## src/rtl/cam_rst_sync.sv

```systemverilog
module cam_rst_sync (
  input  logic clk,
  input  logic rst_n,
  output logic rst_sn
);
  logic [1:0] sync_q;

  always_ff @(posedge clk or negedge rst_n) begin
    if (!rst_n) sync_q <= 2'b00;
    else        sync_q <= {sync_q[0], 1'b1};
  end

  assign rst_sn = sync_q[1];
endmodule

```

## src/rtl/cam_lowest.sv

```systemverilog
module cam_lowest #(
  parameter int N  = 8,
  localparam int IW = (N > 1) ? $clog2(N) : 1
) (
  input  logic [N-1:0]  req,
  output logic          found,
  output logic [IW-1:0] idx
);
  always_comb begin
    found = 1'b0;
    idx   = '0;
    for (int i = N - 1; i >= 0; i--) begin
      if (req[i]) begin
        found = 1'b1;
        idx   = IW'(i);
      end
    end
  end
endmodule

```

## src/rtl/cam_match.sv

```systemverilog
module cam_match #(
  parameter int N = 8,
  parameter int W = 16
) (
  input  logic [N-1:0]        valid,
  input  logic [N-1:0][W-1:0] entries,
  input  logic [W-1:0]        key,
  input  logic [W-1:0]        mask,
  output logic [N-1:0]        match
);
  for (genvar e = 0; e < N; e++) begin : g_cmp
    assign match[e] = valid[e] && (((entries[e] ^ key) & mask) == '0);
  end
endmodule

```

## src/rtl/cam_alloc.sv

```systemverilog
module cam_alloc #(
  parameter int ENTRIES = 8,
  parameter int WIDTH   = 16,
  localparam int IW     = (ENTRIES > 1) ? $clog2(ENTRIES) : 1
) (
  input  logic             clk,
  input  logic             rst_n,
  input  logic             wr_en,
  input  logic [WIDTH-1:0] wr_data,
  input  logic             inv_en,
  input  logic [IW-1:0]    inv_idx,
  input  logic             srch_en,
  input  logic [WIDTH-1:0] srch_key,
  input  logic [WIDTH-1:0] srch_mask,
  output logic             wr_ack,
  output logic             wr_rej,
  output logic [IW-1:0]    wr_slot,
  output logic             full,
  output logic             rsp_valid,
  output logic             hit,
  output logic             multi,
  output logic [IW-1:0]    hit_idx,
  output logic [WIDTH-1:0] hit_data
);
  logic rst_sn;

  logic [ENTRIES-1:0]            valid_q, valid_d;
  logic [ENTRIES-1:0][WIDTH-1:0] mem_q;
  logic [ENTRIES-1:0]            inv_vec, kept, wr_vec, match_vec;
  logic                          free_found, any_match, wr_take;
  logic [IW-1:0]                 free_idx, match_idx;

  logic             ack_d, rej_d, rv_d, hit_d, multi_d;
  logic [IW-1:0]    slot_d, idx_d;
  logic [WIDTH-1:0] data_d;

  cam_rst_sync u_rst (.clk(clk), .rst_n(rst_n), .rst_sn(rst_sn));

  // release applies before allocation
  always_comb begin
    inv_vec = inv_en ? (ENTRIES'(1) << inv_idx) : '0;
    kept    = valid_q & ~inv_vec;
  end

  cam_lowest #(.N(ENTRIES)) u_free (
    .req(~kept), .found(free_found), .idx(free_idx)
  );

  cam_match #(.N(ENTRIES), .W(WIDTH)) u_match (
    .valid(valid_q), .entries(mem_q), .key(srch_key), .mask(srch_mask),
    .match(match_vec)
  );

  cam_lowest #(.N(ENTRIES)) u_first (
    .req(match_vec), .found(any_match), .idx(match_idx)
  );

  // next-state logic
  always_comb begin
    wr_take = wr_en & free_found;
    wr_vec  = wr_take ? (ENTRIES'(1) << free_idx) : '0;
    valid_d = kept | wr_vec;

    ack_d   = wr_take;
    rej_d   = wr_en & ~free_found;
    slot_d  = wr_take ? free_idx : '0;

    rv_d    = srch_en;
    hit_d   = srch_en & any_match;
    multi_d = hit_d & (|(match_vec & (match_vec - ENTRIES'(1))));
    idx_d   = hit_d ? match_idx : '0;
    data_d  = hit_d ? mem_q[match_idx] : '0;
  end

  // state and result registers
  always_ff @(posedge clk or negedge rst_sn) begin
    if (!rst_sn) begin
      valid_q   <= '0;
      wr_ack    <= 1'b0;
      wr_rej    <= 1'b0;
      wr_slot   <= '0;
      rsp_valid <= 1'b0;
      hit       <= 1'b0;
      multi     <= 1'b0;
      hit_idx   <= '0;
      hit_data  <= '0;
    end else begin
      valid_q   <= valid_d;
      wr_ack    <= ack_d;
      wr_rej    <= rej_d;
      wr_slot   <= slot_d;
      rsp_valid <= rv_d;
      hit       <= hit_d;
      multi     <= multi_d;
      hit_idx   <= idx_d;
      hit_data  <= data_d;
    end
  end

  // word storage, one clock enable per slot, no reset
  for (genvar e = 0; e < ENTRIES; e++) begin : g_store
    always_ff @(posedge clk) begin
      if (wr_vec[e]) mem_q[e] <= wr_data;
    end
  end

  assign full = &valid_q;

  a_r4_rsp_follows: assert property (@(posedge clk) disable iff (!rst_sn)
    srch_en |=> rsp_valid);
  a_r4_rsp_quiet: assert property (@(posedge clk) disable iff (!rst_sn)
    !srch_en |=> (!rsp_valid && !hit && !multi));
  a_r3_reject_full: assert property (@(posedge clk) disable iff (!rst_sn)
    (wr_en && (&valid_q) && !inv_en) |=> (wr_rej && !wr_ack));
  a_r2_ack_excl: assert property (@(posedge clk) disable iff (!rst_sn)
    !(wr_ack && wr_rej));
  a_r2_slot_taken: assert property (@(posedge clk) disable iff (!rst_sn)
    wr_ack |-> valid_q[wr_slot]);
  a_r7_multi_hit: assert property (@(posedge clk) disable iff (!rst_sn)
    multi |-> hit);
  a_r8_miss_zero: assert property (@(posedge clk) disable iff (!rst_sn)
    !hit |-> (hit_idx == '0 && hit_data == '0));
  a_r9_release: assert property (@(posedge clk) disable iff (!rst_sn)
    (inv_en && !wr_en) |=> !valid_q[$past(inv_idx)]);
endmodule

```

## config.mk

```make
export PLATFORM = sky130hd
export DESIGN_NAME = cam_alloc
export DESIGN_NICKNAME = d
export VERILOG_FILES = /design/src/rtl/cam_rst_sync.sv /design/src/rtl/cam_lowest.sv /design/src/rtl/cam_match.sv /design/src/rtl/cam_alloc.sv
export SDC_FILE = /design/constraint.sdc
export NUM_CORES = 1
export LEC_CHECK = 0
export BUFFER_PORTS_ARGS = -buffer_cell sky130_fd_sc_hd__buf_4
export CAP_MARGIN = 10
export CORE_MARGIN = 2
export CORE_UTILIZATION = 38
export DETAILED_ROUTE_END_ITERATION = 8
export GPL_ROUTABILITY_DRIVEN = 1
export PLACE_DENSITY = 0.58
export SLEW_MARGIN = 5
export SYNTH_ARGS = -nofsm -noshare
export SYNTH_HDL_FRONTEND = slang
export SYNTH_HIERARCHICAL = 1
export SYNTH_SLANG_ARGS = --single-unit
export TNS_END_PERCENT = 100
```

## constraint.sdc

```tcl
create_clock -name clk -period 3.2 [get_ports clk]
set_input_delay 0 -clock clk [delete_from_list [all_inputs] [get_ports clk]]
set_output_delay 0 -clock clk [all_outputs]
set_load 0.01 [all_outputs]
```

==> out/summary.txt <==
Cell Rows -> 53
Initial antenna violation count -> 0
Clock insertion delay at the later pin of the skew report -> 420 ps
Comb pwr share -> 22.3%
Sequential share of the synthesized area -> 58.6%
Worst min-delay path class -> input pin to flop
Most frequent cells after synthesis -> edfxtp_1 (128), xor2_1 (128), dfrtp_1 (37), a22oi_1 (36), mux4_2 (32)
Hold slack -> 103 ps
Initial DRC count -> 483
Post-route clock skew -> 10.8 ps
Die Y -> 150 um
Starting density of the core -> 38.7%
Max_slew headroom -> 38.2%
Antenna-violating nets left -> 0
P_sw -> 1.90 mW
Post-route insts no fill -> 949
TNS Setup -> 0 ps
Seq pwr share -> 46.1%
Gr ovfl total -> 0
Int Power -> 4.40 mW
VDD IR max -> 382 uV
P_leak -> 3.75 nW
Number of synthesized flops with an enable pin -> 128
Synth area leaders -> edfxtp_1 (47%), xor2_1 (14%), dfrtp_1 (11%)
Clock Path Buffers -> 2
Yosys reg bits -> 165
Routed wire length -> 23000 um
Die width -> 150 um
DR vias/cell -> 5.55
WHS Endpoint -> valid_q[0]
Final Cycle Share -> 97.1%
Vias post-DR -> 5264
Vias in the first global route -> 5379
Antenna cells -> 0
Count of cells along the worst hold path -> 4
Main synth FF type -> edfxtp_1
Status -> finished, final reports clean
Worst flop-to-flop path endpoint -> hit_data[12]
Clock network fraction of total power -> 31.6%
Final setup vio count -> 0
Share of cells above drive strength 1 -> 28.6%
Distinct cells, synth -> 41
CP Max Fanout -> 13
Io pins -> 84
CTS tree -> built
Tmin final -> 3110 ps
DRC viols -> 0
Net Sw Frac -> 30.2%
Min-delay src -> inv_idx[1]
Crit Path Category -> flop to flop
Max Cap Viol -> 0
Slew Limit Fails -> 0
DRT Pass-1 Iters -> 7
Global-route wire length before repair -> 33100 um
Unrepaired setup endpoints after global routing -> no
Ys async rst share -> 22.4%
Die Footprint -> 0.0226 mm^2
Syn Inst Count -> 552
Leading area contributor after synthesis -> edfxtp_1
Startpoint types -> flop
Total power -> 6.30 mW
Cell area power density -> 628 mW/mm^2
Synth top area share -> 47.2%
Worst Path Arrival -> 3410 ps
H-Tree Depth -> 4
HPWL after DPL -> 16000 um
Syn. warnings -> 6
Synthesized cell area -> 0.00814 mm^2
Slew @ Worst Pin -> 928 ps
Area growth from synthesis to layout -> 23.2%
Gr usage total -> 20.7%
Highest Clock Rate -> 0.322 GHz
RR Startpoint -> mem_q[35]
Routed len/inst -> 24.2 um
Largest net degree at the start of global routing -> 36
RD Place Congestion -> 0.894
Final hold violation count -> 0
Core area -> 0.0210 mm^2
Placed cells -> 891
Worst-path clk slew -> 60 ps
Layout Nets -> 717
Reg-to-reg slack, setup -> 90 ps
Critical path required time -> 3500 ps
Syn_area_per_cell -> 14.7 um^2
CTS Buf Count -> 17
FF-to-FF path depth -> 11
Clock Sink Count -> 165
Root Buffer -> clkbuf_16
Number of port buffers -> 83
Syn Nets -> 608
Element type at the critical path end -> flop
## through the flow
stage	setup WS (ps)	util, %	cell area (um^2)
6_report	93.1	47.7	10000
5_1_grt	2.85	47.7	10000
4_1_cts	4.33	47.1	9900
3_5_place_dp	23.0	43.3	9110
3_3_place_gp	89.5	43.3	9110
2_1_floorplan	45.9	-	8160
## worst max path at each step
stage | from | end | slack (ps) | cells past startpoint
floorplan | mem_q[60] | hit_data[10] | 50 | 11
finish | mem_q[35] | hit_data[12] | 90 | 11
global placement | mem_q[122] | hit_data[5] | 90 | 9
CTS | mem_q[122] | hit_data[5] | 4 | 9
global route | mem_q[10] | hit_data[5] | 3 | 10
detailed placement | mem_q[122] | hit_data[5] | 20 | 9
## area by class of cell
class / instances / area (um^2)
flip-flops and latches: 165 / 4770
fillers: 1839 / 11000
well taps: 275 / 344
clock inverters: 12 / 130
multi-input cells: 341 / 3230
clock buffers: 20 / 447
repair buffers: 133 / 1100
inverters: 3 / 11.3
## registers in the layout, summed over array words and instances (netlist names)
name,flops
hit_idx,3
wr_ack,1
wr_rej,1
valid_q,8
wr_slot,3
mem_q,128
rsp_valid,1
hit,1
hit_data,16
u_rst/sync_q,2
multi,1
## critical path, stage by stage, from the launching register on
cell	delay, ps
edfxtp_1	410
xor2_1	380
a22oi_1	150
nand4_1	190
a2111oi_2	70
buf_4	150
buf_4	140
o41ai_2	310
buf_4	210
buf_16	190
mux4_2	510
a22o_1	250
## what timing repair did
item / in CTS / in global routing
buffers inserted: 0 / 3
hold buffers: 22 / 0
endpoints found under the hold margin: 141 / 0
setup endpoints to repair: 0 / 16
resized for setup: 0 / 12
## power by group through the flow
stage                     clock network [mW]  logic, mW  registers, mW
after global placement                     0       1.32           2.93
after floorplan                            0      0.772           2.87
after detailed placement                   0       1.34           2.94
after CTS                               2.02       1.37           2.90
final                                   1.99       1.40           2.90
after global routing                    2.11       1.49           2.93
## logic make-up (layout without fill, tap and decap cells)
logic type                 after synthesis  after routing  share of synthesized area (%)
AOI/OAI and AO/OA                      103            103                           10.1
xor gates and xnor gates               128            128                           13.8
adders and majority gates                2              2                          0.246
buffers and inverters                   46            168                           3.10
DFF                                    165            165                           58.6
muxes                                   32             32                           8.85
other                                    1              1                         0.0461
and+or+nand+nor                         75             75                           5.26
## per-layer routing
layer / vias up / wire [um] / track usage [%]
li1: 2331 / - / -
met1: 2670 / 9400 / 26.8
met2: 221 / 11200 / 34.1
met3: 42 / 1620 / 4.33
met4: 0 / 770 / 8.21
met5: - / 0 / 0
## cell usage in the layout (no fill, tap or decap), drive strengths merged, types with 2 or more instances in the layout
cell type / instances
a2111oi: 6
a211oi: 2
a21oi: 2
a221oi: 6
a222oi: 3
a22o: 27
a22oi: 36
and2: 3
and3: 5
and4b: 3
buf: 110
bufinv: 2
clkbuf: 21
clkinv: 4
clkinvlp: 5
dfrtp: 37
dlygate4sd3: 22
edfxtp: 128
inv: 4
maj3: 2
mux4: 32
nand2: 14
nand2b: 8
nand4: 15
nor2: 12
nor2b: 6
nor3: 4
nor4: 4
o21ai: 14
o21bai: 2
o31ai: 2
o41ai: 2
xor2: 128
Note: power is estimated with default switching activity, not from simulation.
